### src/rtl/uart_fifo_pkg.sv
package uart_fifo_pkg;
  localparam int ADDR_W = 3;

  typedef enum logic [ADDR_W-1:0] {
    A_CTRL = 3'd0,
    A_STAT = 3'd1,
    A_LINE = 3'd2,
    A_ERR  = 3'd3,
    A_RXD  = 3'd4,
    A_TXD  = 3'd5
  } reg_addr_e;

  localparam int C_EN    = 0;
  localparam int C_RXCLR = 1;
  localparam int C_TXCLR = 2;

  // Count field of the status word: zero while the FIFO is full.
  function automatic logic [7:0] count_field(input logic [15:0] cnt, input logic full);
    return full ? 8'h00 : cnt[7:0];
  endfunction
endpackage

### src/rtl/uart_byte_fifo.sv
module uart_byte_fifo #(
  parameter int DEPTH = 16,
  parameter int DW    = 8,
  localparam int PTR_W = $clog2(DEPTH),
  localparam int CNT_W = PTR_W + 1
) (
  input  logic             clk,
  input  logic             rst,
  input  logic             clr,
  input  logic             push,
  input  logic [DW-1:0]    din,
  input  logic             pop,
  output logic [DW-1:0]    dout,
  output logic [CNT_W-1:0] count,
  output logic             full,
  output logic             empty
);
  logic [DW-1:0]    mem [DEPTH];
  logic [PTR_W-1:0] wptr, rptr;
  logic             do_push, do_pop;

  assign full    = (count == CNT_W'(DEPTH));
  assign empty   = (count == '0);
  assign do_push = push && !full;
  assign do_pop  = pop && !empty;
  assign dout    = mem[rptr];

  always_ff @(posedge clk) begin
    if (do_push) mem[wptr] <= din;
  end

  always_ff @(posedge clk) begin
    if (rst || clr) begin
      wptr  <= '0;
      rptr  <= '0;
      count <= '0;
    end else begin
      if (do_push) wptr <= (wptr == PTR_W'(DEPTH - 1)) ? '0 : wptr + 1'b1;
      if (do_pop)  rptr <= (rptr == PTR_W'(DEPTH - 1)) ? '0 : rptr + 1'b1;
      case ({do_push, do_pop})
        2'b10:   count <= count + 1'b1;
        2'b01:   count <= count - 1'b1;
        default: count <= count;
      endcase
    end
  end
endmodule

### src/rtl/uart_trig_scale.sv
module uart_trig_scale #(
  parameter int DEPTH = 16,
  parameter int CNT_W = 5,
  localparam int STEP = DEPTH / 8
) (
  input  logic [2:0]       field,
  output logic [CNT_W-1:0] level
);
  generate
    if (STEP >= 1) begin : g_scaled
      assign level = CNT_W'(field) * CNT_W'(STEP);
    end else begin : g_shallow
      assign level = (field == 3'd0) ? '0 : CNT_W'(1);
    end
  endgenerate
endmodule

### src/rtl/uart_fifo_ctrl.sv
module uart_fifo_ctrl
  import uart_fifo_pkg::*;
#(
  parameter int DEPTH  = 16,
  parameter int DATA_W = 8,
  localparam int CNT_W = $clog2(DEPTH) + 1
) (
  input  logic              clk,
  input  logic              rst,
  input  logic              reg_wr,
  input  logic              reg_rd,
  input  logic [2:0]        reg_addr,
  input  logic [31:0]       reg_wdata,
  output logic [31:0]       reg_rdata,
  input  logic              rx_push,
  input  logic [DATA_W-1:0] rx_byte,
  output logic              tx_valid,
  output logic [DATA_W-1:0] tx_byte,
  input  logic              tx_pop,
  output logic              ev_rx_ready,
  output logic              ev_tx_below,
  output logic              ev_error
);
  logic              fifo_en_q;
  logic [2:0]        rx_trig_q, tx_trig_q;
  logic [DATA_W-1:0] hold_q;
  logic              hold_vld_q;
  logic [2:0]        err_q;

  logic              wr_ctrl, rx_clr, tx_clr, rd_rxd, wr_txd, rd_err;
  logic              rx_ovf, rx_unf, tx_ovf, data_ready;
  logic              rx_empty, rx_full, tx_empty, tx_full;
  logic [CNT_W-1:0]  rx_count, tx_count, rx_level, tx_level;
  logic [DATA_W-1:0] rx_dout;
  logic [31:0]       rd_word;
  logic              unused_wdata;

  assign unused_wdata = ^{reg_wdata[31:11], reg_wdata[7], reg_wdata[3]};

  assign wr_ctrl = reg_wr && (reg_addr == A_CTRL);
  assign rx_clr  = wr_ctrl && reg_wdata[C_RXCLR];
  assign tx_clr  = wr_ctrl && reg_wdata[C_TXCLR];
  assign rd_rxd  = reg_rd && (reg_addr == A_RXD);
  assign wr_txd  = reg_wr && (reg_addr == A_TXD);
  assign rd_err  = reg_rd && (reg_addr == A_ERR);

  assign rx_ovf = rx_push && fifo_en_q && rx_full;
  assign rx_unf = rd_rxd && fifo_en_q && rx_empty;
  assign tx_ovf = wr_txd && (fifo_en_q ? tx_full : !tx_empty);

  uart_byte_fifo #(.DEPTH(DEPTH), .DW(DATA_W)) u_rx_fifo (
    .clk(clk), .rst(rst), .clr(rx_clr),
    .push(rx_push && fifo_en_q), .din(rx_byte),
    .pop(rd_rxd && fifo_en_q), .dout(rx_dout),
    .count(rx_count), .full(rx_full), .empty(rx_empty)
  );

  uart_byte_fifo #(.DEPTH(DEPTH), .DW(DATA_W)) u_tx_fifo (
    .clk(clk), .rst(rst), .clr(tx_clr),
    .push(wr_txd && !tx_ovf), .din(reg_wdata[DATA_W-1:0]),
    .pop(tx_pop), .dout(tx_byte),
    .count(tx_count), .full(tx_full), .empty(tx_empty)
  );

  uart_trig_scale #(.DEPTH(DEPTH), .CNT_W(CNT_W)) u_rx_lvl (.field(rx_trig_q), .level(rx_level));
  uart_trig_scale #(.DEPTH(DEPTH), .CNT_W(CNT_W)) u_tx_lvl (.field(tx_trig_q), .level(tx_level));

  assign tx_valid   = !tx_empty;
  assign data_ready = fifo_en_q ? !rx_empty : hold_vld_q;

  // Control fields
  always_ff @(posedge clk) begin
    if (rst) begin
      fifo_en_q <= 1'b0;
      rx_trig_q <= '0;
      tx_trig_q <= '0;
    end else if (wr_ctrl) begin
      fifo_en_q <= reg_wdata[C_EN];
      rx_trig_q <= reg_wdata[6:4];
      tx_trig_q <= reg_wdata[10:8];
    end
  end

  // Non-FIFO holding register; a new byte wins over a read in the same cycle
  always_ff @(posedge clk) begin
    if (rst || rx_clr) begin
      hold_vld_q <= 1'b0;
    end else if (rx_push && !fifo_en_q) begin
      hold_vld_q <= 1'b1;
    end else if (rd_rxd && !fifo_en_q) begin
      hold_vld_q <= 1'b0;
    end
  end

  always_ff @(posedge clk) begin
    if (rst) hold_q <= '0;
    else if (rx_push && !fifo_en_q) hold_q <= rx_byte;
  end

  // Sticky error word, cleared by a read; new events in the read cycle survive
  always_ff @(posedge clk) begin
    if (rst) err_q <= '0;
    else     err_q <= (rd_err ? 3'b000 : err_q) | {tx_ovf, rx_unf, rx_ovf};
  end

  always_comb begin
    rd_word = '0;
    case (reg_addr)
      A_CTRL: begin
        rd_word[C_EN]  = fifo_en_q;
        rd_word[6:4]   = rx_trig_q;
        rd_word[10:8]  = tx_trig_q;
      end
      A_STAT: begin
        rd_word[7:0]   = count_field(16'(rx_count), rx_full);
        rd_word[8]     = rx_full;
        rd_word[9]     = err_q[0] | err_q[1];
        rd_word[23:16] = count_field(16'(tx_count), tx_full);
        rd_word[24]    = tx_full;
      end
      A_LINE: begin
        rd_word[0] = data_ready;
        rd_word[1] = tx_empty;
      end
      A_ERR:  rd_word[2:0] = err_q;
      A_RXD: begin
        if (fifo_en_q) rd_word[DATA_W-1:0] = rx_empty ? '0 : rx_dout;
        else           rd_word[DATA_W-1:0] = hold_q;
      end
      default: rd_word = '0;
    endcase
  end

  always_ff @(posedge clk) begin
    if (rst)         reg_rdata <= '0;
    else if (reg_rd) reg_rdata <= rd_word;
  end

  // Registered event outputs
  always_ff @(posedge clk) begin
    if (rst) begin
      ev_rx_ready <= 1'b0;
      ev_tx_below <= 1'b0;
      ev_error    <= 1'b0;
    end else begin
      ev_rx_ready <= fifo_en_q ? (!rx_empty && (rx_count >= rx_level)) : hold_vld_q;
      ev_tx_below <= fifo_en_q ? (tx_count <= tx_level) : tx_empty;
      ev_error    <= rx_ovf | rx_unf | tx_ovf;
    end
  end
endmodule

### config.mk
export PLATFORM = sky130hd
export DESIGN_NAME = uart_fifo_ctrl
export DESIGN_NICKNAME = d
export VERILOG_FILES = /design/src/rtl/uart_fifo_pkg.sv /design/src/rtl/uart_byte_fifo.sv /design/src/rtl/uart_trig_scale.sv /design/src/rtl/uart_fifo_ctrl.sv
export SDC_FILE = /design/constraint.sdc
export NUM_CORES = 1
export LEC_CHECK = 0
export ABC_CLOCK_PERIOD_IN_PS = 8410
export CAP_MARGIN = 10
export CORE_MARGIN = 10
export CORE_UTILIZATION = 60
export CTS_CLUSTER_DIAMETER = 100
export DETAILED_ROUTE_END_ITERATION = 7
export GPL_TIMING_DRIVEN = 0
export HOLD_SLACK_MARGIN = 0.02
export PLACE_DENSITY = 0.83
export SYNTH_ARGS = -nofsm -noshare
export SYNTH_HDL_FRONTEND = slang
export SYNTH_SLANG_ARGS = --single-unit
### constraint.sdc
create_clock -name clk -period 8.41 [get_ports clk]
set_input_delay 1.2615 -clock clk [delete_from_list [all_inputs] [get_ports clk]]
set_output_delay 1.2615 -clock clk [all_outputs]
set_load 0.02 [all_outputs]
== Word-level counts from Yosys, hierarchy flattened ==
Memory sizes are Yosys's and may differ from the RTL's. A register that Yosys moved wholly into a read port is not among the register bits.
Index checks and enable logic that the tools add are counted.

* Add/sub/neg operators: 8
* Multiply operators: 0
* Divide/modulo/power cells: 0
* $lt $le $gt $ge: 2
* Equal/unequal tests: 15
* Shift-type cells: 0
* Muxes and demuxes: 34
* Bitwise operators: 4
* Reductions and logical operators: 33

{| class="wikitable"
|+ Operators with widths
! operator !! count
|-
| $mux 4 || 8
|-
| $pmux 5 s2 || 2
|-
| $logic_and 1x1->1 || 19
|-
| $add 4x1->4 const B || 4
|-
| $eq 4x4->1 const B || 4
|-
| $mux 8 || 2
|-
| $mux 1 || 11
|-
| $add 5x1->5 const B || 2
|-
| $eq 5x5->1 const B || 2
|-
| $logic_not 5->1 || 2
|-
| $mux 5 || 2
|-
| $sub 5x1->5 const B || 2
|-
| $mux 9 || 1
|-
| $pmux 3 s3 || 1
|-
| $eq 3x2->1 const B || 2
|-
| $eq 3x3->1 const B || 2
|-
| $logic_not 1->1 || 6
|-
| $reduce_bool 2->1 || 3
|-
| $ge 5x4->1 || 1
|-
| $le 5x4->1 || 1
|-
| $pmux 1 s5 || 1
|-
| $eq 2x1->1 const B || 2
|-
| $eq 2x2->1 const B || 2
|-
| $pmux 1 s2 || 2
|-
| 9 further kinds || 12
|}

* Flip-flop bits (word level): 68
* Latch bits: 0
* Memory bits (writable): 256
* Memory bits (read-only): 0
* Input port bits: 49
* Output and inout port bits: 44
* Word-level logic and storage cells: 114
* Memories kept: 2

{| class="wikitable"
|+ Memories
! memory !! words !! bits a word !! rd ports !! clocked after memory_dff !! write ports !! line !! text
|-
| u_rx_fifo.mem || 16 || 8 || 1 || 1 || 1 || uart_byte_fifo.sv:18 || <nowiki>logic [DW-1:0] mem [DEPTH];</nowiki>
|-
| u_tx_fifo.mem || 16 || 8 || 1 || 1 || 1 || uart_byte_fifo.sv:18 ||
|}

== Longest topological paths before layout ==
* Depth after elaboration: 9
* Depth in mapped cells: 15
* Mapped depth without buffers: 12

== Modules after synthesis ==
A second synthesis with hierarchy kept.

* Cell total of the unflattened synthesis: 874
* Area, all modules: 13975.9 um^2

{| class="wikitable"
|+ Modules (own cells, without submodules)
! module !! instances !! cells each !! area an instance (um^2) !! sequential area each (um^2)
|-
| uart_byte_fifo || 2 || 297 || 5851.9 || 4184.0
|-
| uart_fifo_ctrl || 1 || 268 || 2189.6 || 780.7
|-
| uart_trig_scale || 2 || 6 || 41.3 || 0.0
|}

== Worst setup path after synthesis ==
No wires, ideal clock.

* Path type: input to register
* From: in reg_addr[2]
* To: reg u_tx_fifo.count[2]
* Setup time: 70 ps
* Arrival: 3577 ps
* Required time: 8340 ps
* Setup slack: 4763 ps
* Cell stages on the path: 13
* Buffers on the path: 2
* Path through: nand2_1 -> nor3b_1 -> and2_1 -> clkbuf_1 -> inv_1 -> ha_1 -> clkbuf_1 -> xor2_1 -> ha_1 -> a21oi_1 -> xor2_1 -> or3_1 -> a21oi_1

* Cells in the longest elaborated chain, start to end: 8
* Elaborated cells between the ends (all ways): 14
* Those cells by class: eq/ne (3); mux (1); reduce/logical (10)

{| class="wikitable"
|+ Ends and longest elaborated chain
! item !! line !! text
|-
| start, declared || uart_fifo_ctrl.sv:12 || <nowiki>input logic [2:0] reg_addr,</nowiki>
|-
| $eq 3x3->1 || uart_fifo_ctrl.sv:44 || <nowiki>assign wr_txd = reg_wr && (reg_addr == A_TXD);</nowiki>
|-
| $logic_and 1x1->1 || uart_fifo_ctrl.sv:44 ||
|-
| $logic_and 1x1->1 || uart_fifo_ctrl.sv:49 || <nowiki>assign tx_ovf = wr_txd && (fifo_en_q ? tx_full : !tx_empty);</nowiki>
|-
| $logic_not 1->1 || uart_fifo_ctrl.sv:60 || <nowiki>.push(wr_txd && !tx_ovf), .din(reg_wdata[DATA_W-1:0]),</nowiki>
|-
| $logic_and 1x1->1 || uart_fifo_ctrl.sv:60 ||
|-
| $logic_and 1x1->1 || uart_byte_fifo.sv:24 || <nowiki>assign do_push = push && !full;</nowiki>
|-
| $eq 2x1->1 or $eq 2x2->1 (tied branches) || uart_byte_fifo.sv:40 || <nowiki>case ({do_push, do_pop})</nowiki>
|-
| $pmux 5 s2 or $reduce_bool 2->1 (tied branches) || - ||
|-
| end signal, assigned || uart_byte_fifo.sv:41 || <nowiki>2'b10: count <= count + 1'b1;</nowiki>
|-
| end signal, assigned || uart_byte_fifo.sv:42 || <nowiki>2'b01: count <= count - 1'b1;</nowiki>
|-
| end signal, assigned || uart_byte_fifo.sv:43 || <nowiki>default: count <= count;</nowiki>
|-
| end, declared || uart_byte_fifo.sv:14 || <nowiki>output logic [CNT_W-1:0] count,</nowiki>
|}

Several ways; a longest one is shown, not always the timed one.
A chain may end at the register's enable or synchronous reset.

== Worst setup path after layout ==
* From: in reg_addr[0]
* To: reg u_tx_fifo.count[2]

The elaborated chain is that of the path after synthesis.

==> impl_metrics.json <==
{
  "vias_per_cell": 6.22,
  "place_ws_ns": 3.45,
  "clock-root-buffer": "clkbuf_16",
  "synth.most_common_cell": "edfxtp_1",
  "fp.dieH_um": 171,
  "ys_warn_count": 0,
  "cts-hold-fix-buffers": 0,
  "clock_path_buffers": 3,
  "cts_sinks": 329,
  "seqPwrFrac": 0.520,
  "ys_types": 61,
  "hold_viol": 0,
  "crit_path_end_kind": "register",
  "syn_inst": 926,
  "worstPathArrival_ns": 5.00,
  "nNetsFinal": 1102,
  "post_cts_resize_count": 0,
  "p_int_uw": 2650,
  "vias": 8345,
  "initial_core_util": 0.606,
  "synth_commonest_cells": "256 x edfxtp_1, 73 x dfxtp_1, 73 x nand2_1",
  "clk_latency_ns": 0.52,
  "timing.fmax_mhz": 219,
  "peakVddDrop_mv": 0.191,
  "ys_top_cells_by_area": "edfxtp_1 56%, dfxtp_1 11%, mux4_2 10%, a21oi_1 2.3%, mux2i_1 2.0%",
  "switching_share": 0.221,
  "synth_edf_count": 256,
  "htree_levels": 2,
  "place_congestion": 0.930,
  "ys_ff_latch": 329,
  "grt_pass1_wl_um": 49500,
  "grt_pass1_vias": 8469,
  "power.leakage_uw": 0.00508,
  "hold_class": "register to register",
  "max_slew_margin": 0.355,
  "numCtsBuffers": 34,
  "clkTransAtPathRegs_ns": 0.06,
  "setup_viol": 0,
  "critPathRequiredTime_ns": 8.84,
  "placed_area_sq_um": 14700,
  "n_antenna_cell": 0,
  "antenna_found_initial": 0,
  "fp.dieArea_sq_um": 29300,
  "status": "completed",
  "synthesis.area_sq_um": 13700,
  "p_sw_uw": 754,
  "tritoncts": "done",
  "ant_nets": 0,
  "cap_violations": 0,
  "layout_min_cycle_time_ns": 4.57,
  "cts_setup_buffers": 0,
  "synth_ff_type": "edfxtp_1",
  "pwr-share-clk": 0.409,
  "die_x_um": 171,
  "drv_slew": 0,
  "coreArea_sq_um": 22600,
  "dp_hpwl_um": 20700,
  "drive_above_1_share": 0.138,
  "skew_ns": 0.0189,
  "drc": 0,
  "setup_ws_ns": 3.84,
  "final_area_sq_um": 15700,
  "routedWlPerCell_um": 23.9,
  "drt_wl_total_um": 32000,
  "firstDrtPassIters": 5,
  "overflow": 0,
  "p_comb_frac": 0.070,
  "rsz0062_at_grt": "no",
  "yosysTopAreaCell": "edfxtp_1",
  "syn_area_per_cell_sq_um": 14.8,
  "tightest_slew_ns": 0.962,
  "synth-async-reset-ratio": 0,
  "worst_setup_path_start_kind": "input pin",
  "rows": 55,
  "ioPinCount": 93,
  "ys_seq_area_frac": 0.668,
  "fin_total_pwr_uw": 3410,
  "syn_to_final_growth_pct": 14.6,
  "hold-worst-slack_ns": 0.466,
  "track_usage": 0.222,
  "fin_crit_sh": 0.543,
  "path_class": "input pin to register",
  "drt-initial-drc-count": 795,
  "port_buffers": 55,
  "setup_tns_ns": 0,
  "yosys.area.top_type_share": 0.562,
  "p_per_area_nw_per_um2": 217,
  "crit_path_max_fanout": 9,
  "grt_max_degree": 18
}
==> registers in the layout (all words and copies together) (netlist names), 3 cells and up, named ones only <==
name	count
err_q	3
hold_q	8
reg_rdata	17
rx_trig_q	3
tx_trig_q	3
u_rx_fifo.count	5
u_rx_fifo.mem	128
u_rx_fifo.rptr	4
u_rx_fifo.wptr	4
u_tx_fifo.count	5
u_tx_fifo.mem	128
u_tx_fifo.rptr	4
u_tx_fifo.wptr	4
==> cells in the final DEF, fill, tap and decap left out, types with 4 or more instances in the layout <==
cell             synthesis  routed
o21ai_0                 19      19
clkinv_2                 0       4
a31oi_1                 15      15
nor3_1                  10       7
buf_2                   12      13
clkinv_1                 0      10
clkbuf_16                0      34
mux4_2                  62      62
clkbuf_1                34      40
buf_1                    6       6
nand3b_1                 5       5
nand2b_1                 9       9
dfxtp_1                 73      73
mux2i_1                 28      28
nand2_1                 73      73
edfxtp_1               256     256
ha_1                    21      21
buf_4                   16      16
xor2_1                   9       9
nor2b_1                 11      11
clkdlybuf4s50_1          0      55
nor2_1                  61      61
a21oi_1                 63      63
nand3_1                 18      18
a22oi_1                  8       8
conb_1                   1      15
inv_1                   22      22
or3_1                    4       4
and2_1                  20      20
==> kinds of logic after synthesis <==
family	share of synthesized area
XOR/XNOR	0.00768
adder cells (fa/ha/maj)	0.0192
other	0.000274
AND/OR/NAND/NOR	0.0847
AO/OA/AOI/OAI	0.0639
flip-flops	0.668
multiplexers	0.126
buffers and inverters	0.0302
==> critical path, cell delays in order <==
cell             delay [ns]
clkdlybuf4s50_1        0.62
nand2_1                0.14
nor3b_1                0.62
and2_1                 0.22
clkbuf_1               0.29
inv_1                  0.12
ha_1                   0.21
clkbuf_1               0.22
xor2_1                 0.20
ha_1                   0.22
a21oi_1                0.22
xor2_1                 0.14
or3_1                  0.34
a21oi_1                0.17
==> path summary, 6_finish.rpt <==
check	to	cells past startpoint	start	slack, ns
worst max-delay path	u_tx_fifo.count[2]$_SDFFE_PP0P_	14	reg_addr[0]	3.84
worst min-delay path	err_q[2]$_SDFF_PP0_	2	err_q[2]$_SDFF_PP0_	0.47
worst max register to register	u_tx_fifo.count[2]$_SDFFE_PP0P_	14	u_tx_fifo.count[1]$_SDFFE_PP0P_	4.52
worst min register to register	err_q[2]$_SDFF_PP0_	2	err_q[2]$_SDFF_PP0_	0.47
==> layer usage <==
| metal | GRT usage | vias to the layer above | share of wire |
|---|---|---|---|
| li1 | - | 3722 | - |
| met1 | 0.279 | 4203 | 0.39 |
| met2 | 0.378 | 341 | 0.52 |
| met3 | 0.0387 | 79 | 0.063 |
| met4 | 0.0858 | 0 | 0.031 |
| met5 | 0 | - | 0 |
==> layout make-up <==
class	count	area [sq um]
plain buffers	68	330
well taps	285	357
inverters	22	82.6
clock inverters	20	136
repair buffers	56	556
fillers	1472	6880
multi-input cells	521	4200
clock buffers	41	887
flip-flops and latches	329	9150
==> per-stage QoR <==
step	util	instances
3_5_place_dp	0.650	1281
2_1_floorplan	-	940
3_3_place_gp	0.649	1280
4_1_cts	0.695	1342
6_report	0.695	1342
5_1_grt	0.695	1342
==> power groups by stage <==
stage	Combinational [uW]	Clock, uW	Sequential (uW)
2_1_floorplan	145	0	1810
3_3_place_gp	230	0	1810
3_5_place_dp	236	0	1810
4_1_cts	240	1410	1770
5_1_grt	257	1470	1770
6_report	239	1390	1770
No activity file was read; power rests on OpenSTA's default activity.
